`src/rtl/beep_pkg.sv`:
```
// Package: types shared by the beep tone blocks.
// Assumes: nothing beyond IEEE 1800-2017.
package beep_pkg;
    // Square-wave half the tone is currently in.
    typedef enum logic {
        PH_LOW  = 1'b0,
        PH_HIGH = 1'b1
    } phase_t;
endpackage

```
`src/rtl/beep_divider.sv`:
```
// Module: beep_divider
// Purpose: counts sync strobes and toggles the square-wave phase every
// 2*divider strobes. A new divider value is taken at half-period
// boundaries. A zero divider stops the tone on the next edge.
// Assumes: sync_strobe is a single-cycle pulse; divider is held stable by
// the register that drives it.
module beep_divider
    import beep_pkg::*;
#(
    parameter int DIV_W = 8
) (
    input  logic             clk,
    input  logic             rst_n,
    input  logic             sync_strobe,
    input  logic [DIV_W-1:0] divider,
    output logic             tone_on,
    output phase_t           tone_phase
);
    localparam int CNT_W = DIV_W + 1;

    logic [DIV_W-1:0] cur_div;
    logic [CNT_W-1:0] cnt;
    phase_t           phase_q;
    logic [CNT_W-1:0] half_last;
    logic             at_edge;

    // Last count index of the current half-period (2*cur_div - 1).
    assign half_last = {cur_div, 1'b0} - CNT_W'(1);
    assign at_edge   = sync_strobe && (cnt == half_last);

    // Divider latch, strobe counter and phase register.
    always_ff @(posedge clk) begin
        if (!rst_n) begin
            cur_div <= '0;
            cnt     <= '0;
            phase_q <= PH_LOW;
        end else if (divider == '0) begin
            cur_div <= '0;
            cnt     <= '0;
            phase_q <= PH_LOW;
        end else if (cur_div == '0) begin
            cur_div <= divider;
            cnt     <= '0;
            phase_q <= PH_LOW;
        end else if (at_edge) begin
            cnt     <= '0;
            phase_q <= (phase_q == PH_LOW) ? PH_HIGH : PH_LOW;
            cur_div <= divider;
        end else if (sync_strobe) begin
            cnt <= cnt + CNT_W'(1);
        end
    end

    assign tone_on    = (cur_div != '0);
    assign tone_phase = phase_q;

    // A zero divider turns the tone off on the following edge.
    assert_zero_div_stops_R3: assert property (@(posedge clk) disable iff (!rst_n)
        (divider == '0) |=> (!tone_on && tone_phase == PH_LOW && cnt == '0));

    // The count never passes the end of the half-period.
    assert_cnt_in_range_R2: assert property (@(posedge clk) disable iff (!rst_n)
        tone_on |-> (cnt <= half_last));

    // Without a strobe the phase holds.
    assert_phase_holds_R2: assert property (@(posedge clk) disable iff (!rst_n)
        (tone_on && !sync_strobe && divider != '0) |=> $stable(tone_phase));

    // The latched divider changes only at a boundary.
    assert_div_at_boundary_R4: assert property (@(posedge clk) disable iff (!rst_n)
        (tone_on && divider != '0 && !at_edge) |=> $stable(cur_div));

    // Starting from idle gives a fresh, low phase.
    assert_fresh_start_R10: assert property (@(posedge clk) disable iff (!rst_n)
        (!tone_on && divider != '0) |=> (tone_on && tone_phase == PH_LOW && cnt == '0));
endmodule

```
`src/rtl/beep_tone_shaper.sv`:
```
// Module: beep_tone_shaper
// Purpose: maps the square-wave phase to a signed sample code:
// +amplitude when the phase is high, its two's-complement negation when low.
// Assumes: amplitude is a magnitude that fits in SAMPLE_W-1 bits.
module beep_tone_shaper
    import beep_pkg::*;
#(
    parameter int SAMPLE_W = 16
) (
    input  phase_t              tone_phase,
    input  logic [SAMPLE_W-1:0] amplitude,
    output logic [SAMPLE_W-1:0] tone_code
);
    // Sign selection from phase.
    always_comb begin
        if (tone_phase == PH_HIGH) tone_code = amplitude;
        else                       tone_code = (~amplitude) + SAMPLE_W'(1);
    end
endmodule

```
`src/rtl/beep_port_mux.sv`:
```
// Module: beep_port_mux
// Purpose: one port's output select. The tone replaces the audio while the
// tone is on and the port is enabled as an output; otherwise the port's
// audio passes through.
// Assumes: tone_code is already signed and in range.
module beep_port_mux #(
    parameter int SAMPLE_W = 16
) (
    input  logic                clk,
    input  logic                rst_n,
    input  logic                tone_on,
    input  logic                out_en,
    input  logic [SAMPLE_W-1:0] tone_code,
    input  logic [SAMPLE_W-1:0] audio,
    output logic [SAMPLE_W-1:0] sample_out
);
    // Select tone or pass-through.
    always_comb begin
        if (tone_on && out_en) sample_out = tone_code;
        else                   sample_out = audio;
    end

    // Disabled ports pass their audio.
    assert_disabled_passes_R6: assert property (@(posedge clk) disable iff (!rst_n)
        !out_en |-> (sample_out == audio));
endmodule

```
`src/rtl/beep_tone_gen.sv`:
```
// Module: beep_tone_gen (top)
// Purpose: digital beep generator. It divides the frame strobe into a square
// wave, shapes it into sample codes, puts them on the output-enabled ports
// and keeps the bus clock running in D3 while the tone is on.
// Assumes: the port samples are packed with port 0 in the low bits.
module beep_tone_gen
    import beep_pkg::*;
#(
    parameter int NUM_PORTS = 4,
    parameter int SAMPLE_W  = 16,
    parameter int DIV_W     = 8
) (
    input  logic                          clk,
    input  logic                          rst_n,
    input  logic                          sync_strobe,
    input  logic [DIV_W-1:0]              divider,
    input  logic [SAMPLE_W-1:0]           amplitude,
    input  logic [NUM_PORTS-1:0]          port_out_en,
    input  logic [NUM_PORTS*SAMPLE_W-1:0] audio_in,
    input  logic                          in_d3,
    output logic [NUM_PORTS*SAMPLE_W-1:0] port_sample,
    output logic                          beep_active,
    output logic                          clk_stop_ok
);
    logic                tone_on;
    phase_t              tone_phase;
    logic [SAMPLE_W-1:0] tone_code;

    beep_divider #(.DIV_W(DIV_W)) u_div (
        .clk(clk), .rst_n(rst_n), .sync_strobe(sync_strobe),
        .divider(divider), .tone_on(tone_on), .tone_phase(tone_phase)
    );

    beep_tone_shaper #(.SAMPLE_W(SAMPLE_W)) u_shape (
        .tone_phase(tone_phase), .amplitude(amplitude), .tone_code(tone_code)
    );

    // One output select per port.
    for (genvar p = 0; p < NUM_PORTS; p++) begin : g_port
        beep_port_mux #(.SAMPLE_W(SAMPLE_W)) u_mux (
            .clk(clk), .rst_n(rst_n), .tone_on(tone_on),
            .out_en(port_out_en[p]), .tone_code(tone_code),
            .audio(audio_in[p*SAMPLE_W +: SAMPLE_W]),
            .sample_out(port_sample[p*SAMPLE_W +: SAMPLE_W])
        );

        // An enabled port carries the +/- amplitude code while the tone is on.
        assert_tone_on_port_R7: assert property (@(posedge clk) disable iff (!rst_n)
            (tone_on && port_out_en[p]) |->
            (port_sample[p*SAMPLE_W +: SAMPLE_W] == amplitude ||
             port_sample[p*SAMPLE_W +: SAMPLE_W] == (~amplitude) + SAMPLE_W'(1)));
    end

    assign beep_active = tone_on;
    // Clock stop is refused while the tone needs the clock in D3.
    assign clk_stop_ok = !(in_d3 && tone_on);

    // When idle, all ports pass their own audio.
    assert_idle_passthrough_R8: assert property (@(posedge clk) disable iff (!rst_n)
        !beep_active |-> (port_sample == audio_in));
endmodule

```
`config.mk`:
```
export PLATFORM = sky130hd
export DESIGN_NAME = beep_tone_gen
export DESIGN_NICKNAME = d
export VERILOG_FILES = /design/src/rtl/beep_pkg.sv /design/src/rtl/beep_divider.sv /design/src/rtl/beep_tone_shaper.sv /design/src/rtl/beep_port_mux.sv /design/src/rtl/beep_tone_gen.sv
export SDC_FILE = /design/constraint.sdc
export NUM_CORES = 1
export LEC_CHECK = 0
export BUFFER_PORTS_ARGS = -buffer_cell sky130_fd_sc_hd__buf_2
export CORE_ASPECT_RATIO = 1.25
export CORE_MARGIN = 2
export CORE_UTILIZATION = 39
export DETAILED_ROUTE_END_ITERATION = 10
export GPL_TIMING_DRIVEN = 0
export HOLD_SLACK_MARGIN = 0.02
export MAX_ROUTING_LAYER = met4
export PLACE_DENSITY = 0.87
export SLEW_MARGIN = 20
export SYNTH_ARGS = -nofsm -noshare
export SYNTH_HDL_FRONTEND = slang
export SYNTH_SLANG_ARGS = --single-unit
export TNS_END_PERCENT = 5
```
`constraint.sdc`:
```
create_clock -name clk -period 2.8 [get_ports clk]
set_clock_uncertainty 0.05 [all_clocks]
set_input_delay 0.56 -clock clk [delete_from_list [all_inputs] [get_ports clk]]
set_output_delay 0.56 -clock clk [all_outputs]
set_load 0.01 [all_outputs]
```
Word-level counts from Yosys, hierarchy flattened
Cells that the tools add are included.
Widths: inputs -> output; s select.
{ "classes": {"n_addsub": 3, "eq_ne": 1, "muxes": 8, "n_bitwise": 2, "reduce_logical": 14} }
{ "op_table": {"columns": ["operator", "count"], "rows": [
  ["$mux 16", 5],
  ["$add 16x1->16 const B", 1],
  ["$logic_not 8->1", 2],
  ["$mux 8", 2],
  ["$not 16->16", 1],
  ["$add 9x1->9 const B", 1],
  ["$eq 9x9->1", 1],
  ["$sub 9x1->9 const B", 1],
  ["$reduce_bool 8->1", 1],
  ["$logic_and 1x1->1", 6],
  ["$reduce_or 4->1", 1],
  ["$reduce_or 3->1", 1],
  ["$reduce_bool 2->1", 1],
  ["$reduce_or 2->1", 1],
  ["$logic_not 1->1", 1],
  ["$mux 1", 1],
  ["$not 1->1", 1]
]} }
{ "word_totals": {"reg_bits": 18, "in_bits": 96, "out_inout_bits": 66, "wordCells": 31} }

Logic depth before layout (Yosys ltp)
Gate-level depths: netlist of run 1.
{ "logic_depth": {"word_depth": 5, "ltp_mapped": 9, "mapped_depth_nobuf": 8} }

Modules after synthesis
From an unflattened synthesis of run 1, not the netlist that was laid out.
{ "hier_totals": {"cells_unflattened": 258, "hier_area_um2": 2452.4} }
{ "modules_own_cells": {"columns": ["module", "n_inst", "cells_per_inst", "area_per_inst_um2", "seq_area_each_um2"], "rows": [
  ["beep_divider", 1, 137, 1166.1, 360.3],
  ["beep_port_mux", 4, 18, 235.2, 0.0],
  ["beep_tone_shaper", 1, 48, 341.6, 0.0],
  ["beep_tone_gen", 1, 1, 3.8, 0.0]
]} }

Worst setup path after synthesis of run 1
OpenSTA, ideal clock, no wires.
{ "synth_path": {"path_kind": "input port to output port", "start": "input port amplitude[8]", "end": "output port port_sample[13]", "arrival_ns": 1.956, "t_required_ns": 2.190, "setup_slack_ns": 0.234, "stages": 5, "n_path_buf": 0, "cell_sequence": "or4_1 nor3_1 a41oi_1 xnor2_1 o21ai_0"} }
{ "synth_via": {"elab_chain_cells": 4} }
{ "synth_rtl": {"columns": ["element", "line_no", "rtl"], "rows": [
  ["start, declared", "beep_tone_gen.sv:17", "input logic [SAMPLE_W-1:0] amplitude,"],
  ["$not 16->16", "beep_tone_shaper.sv:17", "else tone_code = (~amplitude) + SAMPLE_W'(1);"],
  ["$add 16x1->16", "beep_tone_shaper.sv:17", null],
  ["$mux 16", "beep_tone_shaper.sv:16", "if (tone_phase == PH_HIGH) tone_code = amplitude;"],
  ["$mux 16", "beep_port_mux.sv:19", "if (tone_on && out_en) sample_out = tone_code;"],
  ["end, declared", "beep_tone_gen.sv:21", "output logic [NUM_PORTS*SAMPLE_W-1:0] port_sample,"]
]} }
Every way passes these cells.

Worst setup path in the final report of run 1
{ "layout_path": {"start": "input port amplitude[9]", "end": "output port port_sample[13]"} }
The elaborated chain is that of the path after synthesis.

==> out/metrics.yaml, run 1 <==
sta:
  fin_ws_ns: -0.04718
  period_minus_slack_ns: 2.847
  tightest_slew_ns: 0.4924
  slew_headroom_pct: 66.32
  fmax_mhz: 351.2
  period_share_pct: 101.7
  report.final.slew_viol_count: 0
  final-hold-violation-count: 0
  finalSetupViolCount: 7
  rsz0062_at_grt: "true"
power_and_ir_drop:
  vdd_drop_max_v: 0.0005423
  powerDensity_mw_per_mm2: 940.0
  pwr-share-seq_pct: 13.8
  power_switching_mw: 1.560
  p_int_mw: 1.329
  p_leak_nw: 1.574
  pwr-share-clk_pct: 7.7
  power_mw: 2.889
  p_comb_share_pct: 78.5
  swShare_pct: 53.99
floorplan:
  coreArea_mm2: 0.004765
  io_pins: 162
  die_h_um: 83.00
  fp.dieW_um: 67.20
  initial_core_util_pct: 40.86
  die-area_mm2: 0.005577
  rows: 28
grt:
  overflow: 0
  grt_pass1_vias: 2634
  grt_pass1_wl_mm: 13.06
  grt_start_max_net_pins: 11
  antenna_found_initial: 0
  track_usage_pct: 30.83
cts:
  numCtsBuffers: 3
  cts_tree: "built"
  cts.sinks: 18
  holdBufCountCts: 0
  cts_root_buf: "clkbuf_8"
  htreeDepth: 1
  clk_pin_slew_worst_paths_ns: 0.07
  clockBufferDepth: 2
  clk_latency_ns: 0.27
setup_path:
  worstPathCellList: "buf_8, or4_4, nor3_4, a41oi_2, xnor2_2, o21ai_1, buf_2"
  cpPeakStageDelay_ns: 0.55
  cp.arrival_ns: 2.24
  crit_required_ns: 2.19
  endpoint_kind: "primary output"
  timing.rr.start: "u_div.cur_div[0]"
  criticalPathCategory: "in2out"
  cpMaxStageDelayCell: "or4_4"
  crit_fanout: 4
  r2r_cells: 8
  setup.worst_path.start_class: "primary input"
  r2r-end: "u_div.cur_div[5]"
  rrSetupSlack_ns: 0.22
yosys:
  synthMuxAreaShare_pct: 2.828
  synth_simple_gate_area_share_pct: 28.41
  synthAdderAreaFrac_pct: 2.571
  synth_xor_area_share_pct: 15.30
  synth_top_area_share_pct: 18.51
  synth_cells: 298
  ys_ff_latch: 18
  syn_area_mm2: 0.001947
  syn-num-nets: 398
  ys_top_cells_by_area: "dfxtp_1 19%, o21ai_0 17%, nand2_1 15%"
  synth_compound_area_share_pct: 27.70
  synth_top_family_by_area: "simple AND/OR/NAND/NOR gates"
  ys_seq_area_share_pct: 18.51
  yosys.area.top_type: "dfxtp_1"
  yosys_warnings: 0
  synth.avg_cell_area_um2: 6.533
  synth_cell_types: 40
route:
  dr.pass1.iters: 5
  wire_per_inst_um: 16.56
  viasPerCell: 5.497
  vias: 2886
  drt-initial-drc-count: 220
  totalWireLength_mm: 8.693
  ant_nets: 0
  drc: 0
min_path:
  min_from: "u_div.cur_div[1]"
  hp-class: "reg2reg"
  holdPathStages: 2
  holdPathEnd: "u_div.cur_div[1]"
placement:
  dpl.hpwl_mm: 6.875
  gp_congestion: 0.8995
  port_buffers: 160
  pre_cts_slack_ns: -0.2002
final_layout:
  final_common_cell: "buf_2"
  drive_above_1_share_pct: 45.59
  nNetsFinal: 566
  antenna_cells: 0
  area_growth_pct: 57.84
  final_cell_mix: "158 x buf_2, 77 x nand2_1, 54 x o21ai_0, 23 x nor2_1, 19 x xnor2_1"
run_status:
  violations: "setup timing"
  status: "finished with violations"
flow_run:
  max_cap_violations: 0
logic make-up (layout without fill, tap and decap cells):
kind of cell | Yosys count | after routing
AND/OR/NAND/NOR | 127 | 127
buffers and inverters | 22 | 189
flip-flops | 18 | 18
AO/OA/AOI/OAI | 88 | 88
XOR/XNOR | 34 | 34
adder cells (fa/ha/maj) | 4 | 4
multiplexers | 5 | 5
critical path: cells and delay by family:
| family | cells | cell delay [ns] |
|---|---|---|
| AOI/OAI and AO/OA | 2 | 0.30 |
| and+or+nand+nor | 2 | 0.83 |
| xor gates and xnor gates | 1 | 0.30 |
| buffers and inverters | 2 | 0.26 |
worst max path at each step:
stage                             from               to  slack, ns  depth (start not counted)
after floorplan           amplitude[8]  port_sample[13]       0.23                          5
after global placement    amplitude[8]  port_sample[11]      -0.19                          7
after detailed placement  amplitude[8]  port_sample[11]      -0.20                          7
after CTS                 amplitude[8]  port_sample[43]      -0.06                          8
after global routing      amplitude[9]  port_sample[13]      -0.09                          7
final                     amplitude[9]  port_sample[13]      -0.05                          7
routing by layer:
metal | global-route usage [%] | vias to the layer above | part of all wire (%)
met5 | - | - | 0
met4 | 9.833 | 0 | 2.9
met3 | 7.182 | 27 | 10
met2 | 50.32 | 161 | 49
met1 | 36.78 | 1325 | 38
li1 | - | 1373 | -
power by group through the flow:
stage / Combinational [mW] / Sequential, mW / Clock (mW)
final: 2.27 / 0.398 / 0.223
after global routing: 2.45 / 0.404 / 0.233
after CTS: 2.14 / 0.395 / 0.226
after detailed placement: 2.07 / 0.390 / 0
after global placement: 2.03 / 0.387 / 0
after floorplan: 1.26 / 0.368 / 0
layout make-up:
| class | count | area, um^2 |
|---|---|---|
| fill | 444 | 1692 |
| multi-input combinational | 258 | 1620 |
| sequential | 18 | 360.3 |
| clock buffer | 4 | 55.05 |
| inverter | 6 | 22.52 |
| timing repair buffer | 163 | 848.3 |
| buffer | 16 | 91.34 |
| tap | 60 | 75.07 |
metrics by stage:
step           util, %  cells  TNS [ns]  hold slack [ns]  area [um^2]
6_report         64.50    525   -0.1391           0.4657         3073
5_1_grt          64.50    525   -0.5287           0.4635         3073
4_1_cts          61.37    523   -0.1499           0.4524         2924
3_5_place_dp     59.24    518    -4.817           0.4424         2823
3_3_place_gp     59.24    518    -1.242           0.4291         2823
2_1_floorplan        -    298         0           0.4088         1947
state kept, by name (all words and copies together) (netlist names):
name	count
u_div.cnt	9
u_div.cur_div	8
u_div.tone_phase	1
repair_timing:
item,4_1_cts,5_1_grt
setup endpoints to repair,64,62
resized for setup,18,42
setup buffers,1,2
pin swaps,1,10
cell usage after synthesis (all sizes together):
cell and instances:
a2111o 1, a2111oi 2, a21boi 1, a21o 1
a21oi 3, a22oi 1, a31o 1, a31oi 2
a32o 6, a41oi 2, and2b 1, and3 2
and3b 1, and4bb 1, buf 5, clkbuf 11
dfxtp 18, ha 4, inv 6, mux2 1
mux2i 4, nand2 78, nand3 1, nand4 5
nor2 23, nor2b 1, nor3 5, nor3b 1
nor4 6, o2111ai 1, o21ai 67, or2 1
or4 1, xnor2 24, xor2 10
No activity file was read; power rests on OpenSTA's default activity.
==> run 2: changes to the inputs <==
--- a/config.mk
+++ b/config.mk
@@ -8,14 +8,15 @@
 export BUFFER_PORTS_ARGS = -buffer_cell sky130_fd_sc_hd__buf_2
 export CORE_ASPECT_RATIO = 1.25
 export CORE_MARGIN = 2
-export CORE_UTILIZATION = 39
+export CORE_UTILIZATION = 40
 export DETAILED_ROUTE_END_ITERATION = 10
 export GPL_TIMING_DRIVEN = 0
 export HOLD_SLACK_MARGIN = 0.02
 export MAX_ROUTING_LAYER = met4
-export PLACE_DENSITY = 0.87
+export PLACE_DENSITY = 0.83
 export SLEW_MARGIN = 20
 export SYNTH_ARGS = -nofsm -noshare
 export SYNTH_HDL_FRONTEND = slang
+export SYNTH_HIERARCHICAL = 1
 export SYNTH_SLANG_ARGS = --single-unit
 export TNS_END_PERCENT = 5
==> run 2 against run 1 <==
Effect of this change: the run now ends clean; critical endpoint is now port_sample[58]; flip-flop and latch count is the same; wire length fell by 1.7%; critical path depth unchanged; cell area grew 15%; via count decreased by 7.6%; cell count decreased by 3.4%; global-route usage fell by 6.2 points; first-iteration DRC count shrank 65%; clock-buffer cell count decreased by 1; total power rose by 24%.
==> out/metrics.yaml, run 2 <==
run_status:
  status: "finished clean"
power_and_ir_drop:
  pwr-share-clk_pct: 5.0
  p_comb_share_pct: 83.1
  swShare_pct: 46.67
  powerDensity_mw_per_mm2: 1008
  power_switching_mw: 1.669
  vdd_drop_max_v: 0.0005247
  p_int_mw: 1.907
  pwr-share-seq_pct: 11.9
  p_leak_nw: 1.671
final_layout:
  fillers: 503
  antenna_cells: 0
  drive_above_1_share_pct: 61.41
  multiInputGateArea_mm2: 0.002072
  largest_register_ffs: 9
  final_util_pct: 60.59
  finish.instance_area_mm2: 0.003548
  final_common_cell: "buf_2"
  largest-register: "u_div/cnt"
  final_cell_mix: "160 x buf_2, 40 x mux2_4, 25 x mux2_2, 22 x nand2_1, 21 x nor2_1"
  nNetsFinal: 527
  area_growth_pct: 44.69
  stdcell_count: 507
  regArea_um2: 361.6
sta:
  slew_headroom_pct: 55.74
  period_minus_slack_ns: 2.692
  report.final.slew_viol_count: 0
  final-hold-violation-count: 0
  fmax_mhz: 371.5
  tightest_slew_ns: 0.6624
  finalSetupViolCount: 0
  rsz0062_at_grt: "false"
  period_share_pct: 96.15
setup_path:
  cpMaxStageDelayCell: "nor4_4"
  crit_required_ns: 2.19
  endpoint_kind: "primary output"
  cpPeakStageDelay_ns: 0.39
  critPathTopFamily: "simple AND/OR/NAND/NOR gates"
  worstPathCellList: "nor4_4, nand3_4, buf_12, nand2_8, buf_6, mux2_4, buf_2"
  crit_fanout: 10
  criticalPathCategory: "reg2out"
  cp_num_buf_inv: 3
  setup.worst_path.start_class: "flip-flop"
  cp.arrival_ns: 2.08
route:
  drt-initial-drc-count: 76
  vias: 2668
  wire_per_inst_um: 16.85
  dr.pass1.iters: 4
  ant_nets: 0
  totalWireLength_mm: 8.545
  viasPerCell: 5.262
  drc: 0
cts:
  holdBufCountCts: 0
  numCtsBuffers: 3
  clk_latency_ns: 0.25
  htreeDepth: 1
  cts_root_buf: "clkbuf_8"
  clockBufferDepth: 2
  cts_tree: "built"
  cts.sinks: 18
  clk_pin_slew_worst_paths_ns: 0.06
grt:
  track_usage_pct: 24.67
  overflow: 0
  antenna_found_initial: 0
  grt_pass1_vias: 2589
  grt_start_max_net_pins: 11
  grt_pass1_wl_mm: 12.83
yosys:
  synth_commonest_cells: "40 x mux2_4, 25 x mux2_2, 22 x nand2_1"
  syn-num-nets: 358
  synth.avg_cell_area_um2: 9.505
  yosys_warnings: 6
  synthArstFlopShare_pct: 0
  yosys_most_used_dff: "dfxtp_1"
  yosysMostFrequentCell: "mux2_4"
  synth_cells: 258
  ys_ff_latch: 18
  synth-edff-count: 0
  ys_seq_area_share_pct: 14.69
  yosys.area.top_type: "mux2_4"
  syn_area_mm2: 0.002452
  synth_top_area_share_pct: 24.49
  synth_cell_types: 43
  ys_top_cells_by_area: "mux2_4 24%, dfxtp_1 15%, mux2_2 11%"
flow_run:
  max_cap_violations: 0
floorplan:
  coreArea_mm2: 0.005857
  rows: 31
  initial_core_util_pct: 41.87
  io_pins: 162
  die_h_um: 91.54
  fp.dieW_um: 74.04
  die-area_mm2: 0.006777
placement:
  place_area_mm2: 0.003351
  dp_cells: 499
  gp_congestion: 0.9293
  dpl.hpwl_mm: 7.096
  port_buffers: 159
min_path:
  hp-class: "reg2reg"
==> run 2: cell types whose count changed after synthesis, sizes merged, moves of 7 or more <==
| cell | previous run | this run |
|---|---|---|
| o21ai | 67 | 6 |
| nand2 | 78 | 26 |
| mux2 | 1 | 65 |
| xnor2 | 24 | 13 |
| clkbuf | 11 | 4 |
| xor2 | 10 | 19 |
==> run 2: worst paths after layout <==
| check | start | end | slack (ns) | cells after the start |
|---|---|---|---|---|
| worst max-delay path | u_div/cur_div[5] | port_sample[58] | 0.11 | 7 |
| worst min register to register | u_div/cur_div[7] | u_div/cur_div[7] | 0.45 | 2 |
| worst min-delay path | u_div/cur_div[7] | u_div/cur_div[7] | 0.45 | 2 |
| worst max register to register | u_div/cur_div[0] | u_div/cur_div[1] | 0.32 | 8 |
==> run 2: final cells by class <==
cell class / instances / area share (%)
multi-input combinational: 220 / 58.39
timing repair buffer: 164 / 23.84
sequential: 18 / 10.19
tap: 82 / 2.891
buffer: 13 / 2.786
clock buffer: 3 / 1.164
inverter: 7 / 0.7405
==> run 2: repair_timing <==
item,4_1_cts,5_1_grt
endpoints found under the setup margin,64,47
gates resized for setup,3,14
setup buffers,2,3
pin swaps,2,3
cloned,0,0
==> run 2: power by group through the flow <==
stage	Sequential (mW)	Clock [mW]	Combinational (mW)
finish	0.427	0.178	2.97
global route	0.434	0.195	3.18
CTS	0.422	0.184	2.71
floorplan	0.396	0	1.90
global placement	0.416	0	2.57
detailed placement	0.418	0	2.64
==> run 2: routing by layer <==
layer | up-vias | routed length, um | global-route usage, %
li1 | 1292 | - | -
met1 | 1246 | 2984 | 24.24
met2 | 117 | 4756 | 46.43
met3 | 13 | 701 | 5.882
met4 | 0 | 103 | 6.970
met5 | - | 0 | -
==> run 2: cell families after synthesis <==
family | count (synthesis) | share of synthesized area (%)
buffers and inverters | 20 | 5.102
adder cells (fa/ha/maj) | 4 | 2.041
multiplexers | 67 | 36.79
AND/OR/NAND/NOR | 78 | 16.53
flip-flops | 18 | 14.69
AO/OA/AOI/OAI | 39 | 13.11
XOR/XNOR | 32 | 11.73
==> run 2: stage by stage <==
step	setup WS [ns]	hold WS (ns)	power (mW)	TNS, ns
2_1_floorplan	0.3050	0.4129	2.300	0
3_3_place_gp	-0.1063	0.4346	2.988	-3.174
3_5_place_dp	-0.1386	0.4371	3.053	-4.718
4_1_cts	-0.0009028	0.4460	3.320	-0.0009028
5_1_grt	0.04126	0.4607	3.811	0
6_report	0.1079	0.4463	3.577	0
==> run 2: tightest hold or removal path, cell delays in order (launching register included) <==
cell	delay, ns
dfxtp_1	0.33
nand2_1	0.06
o21ai_0	0.06
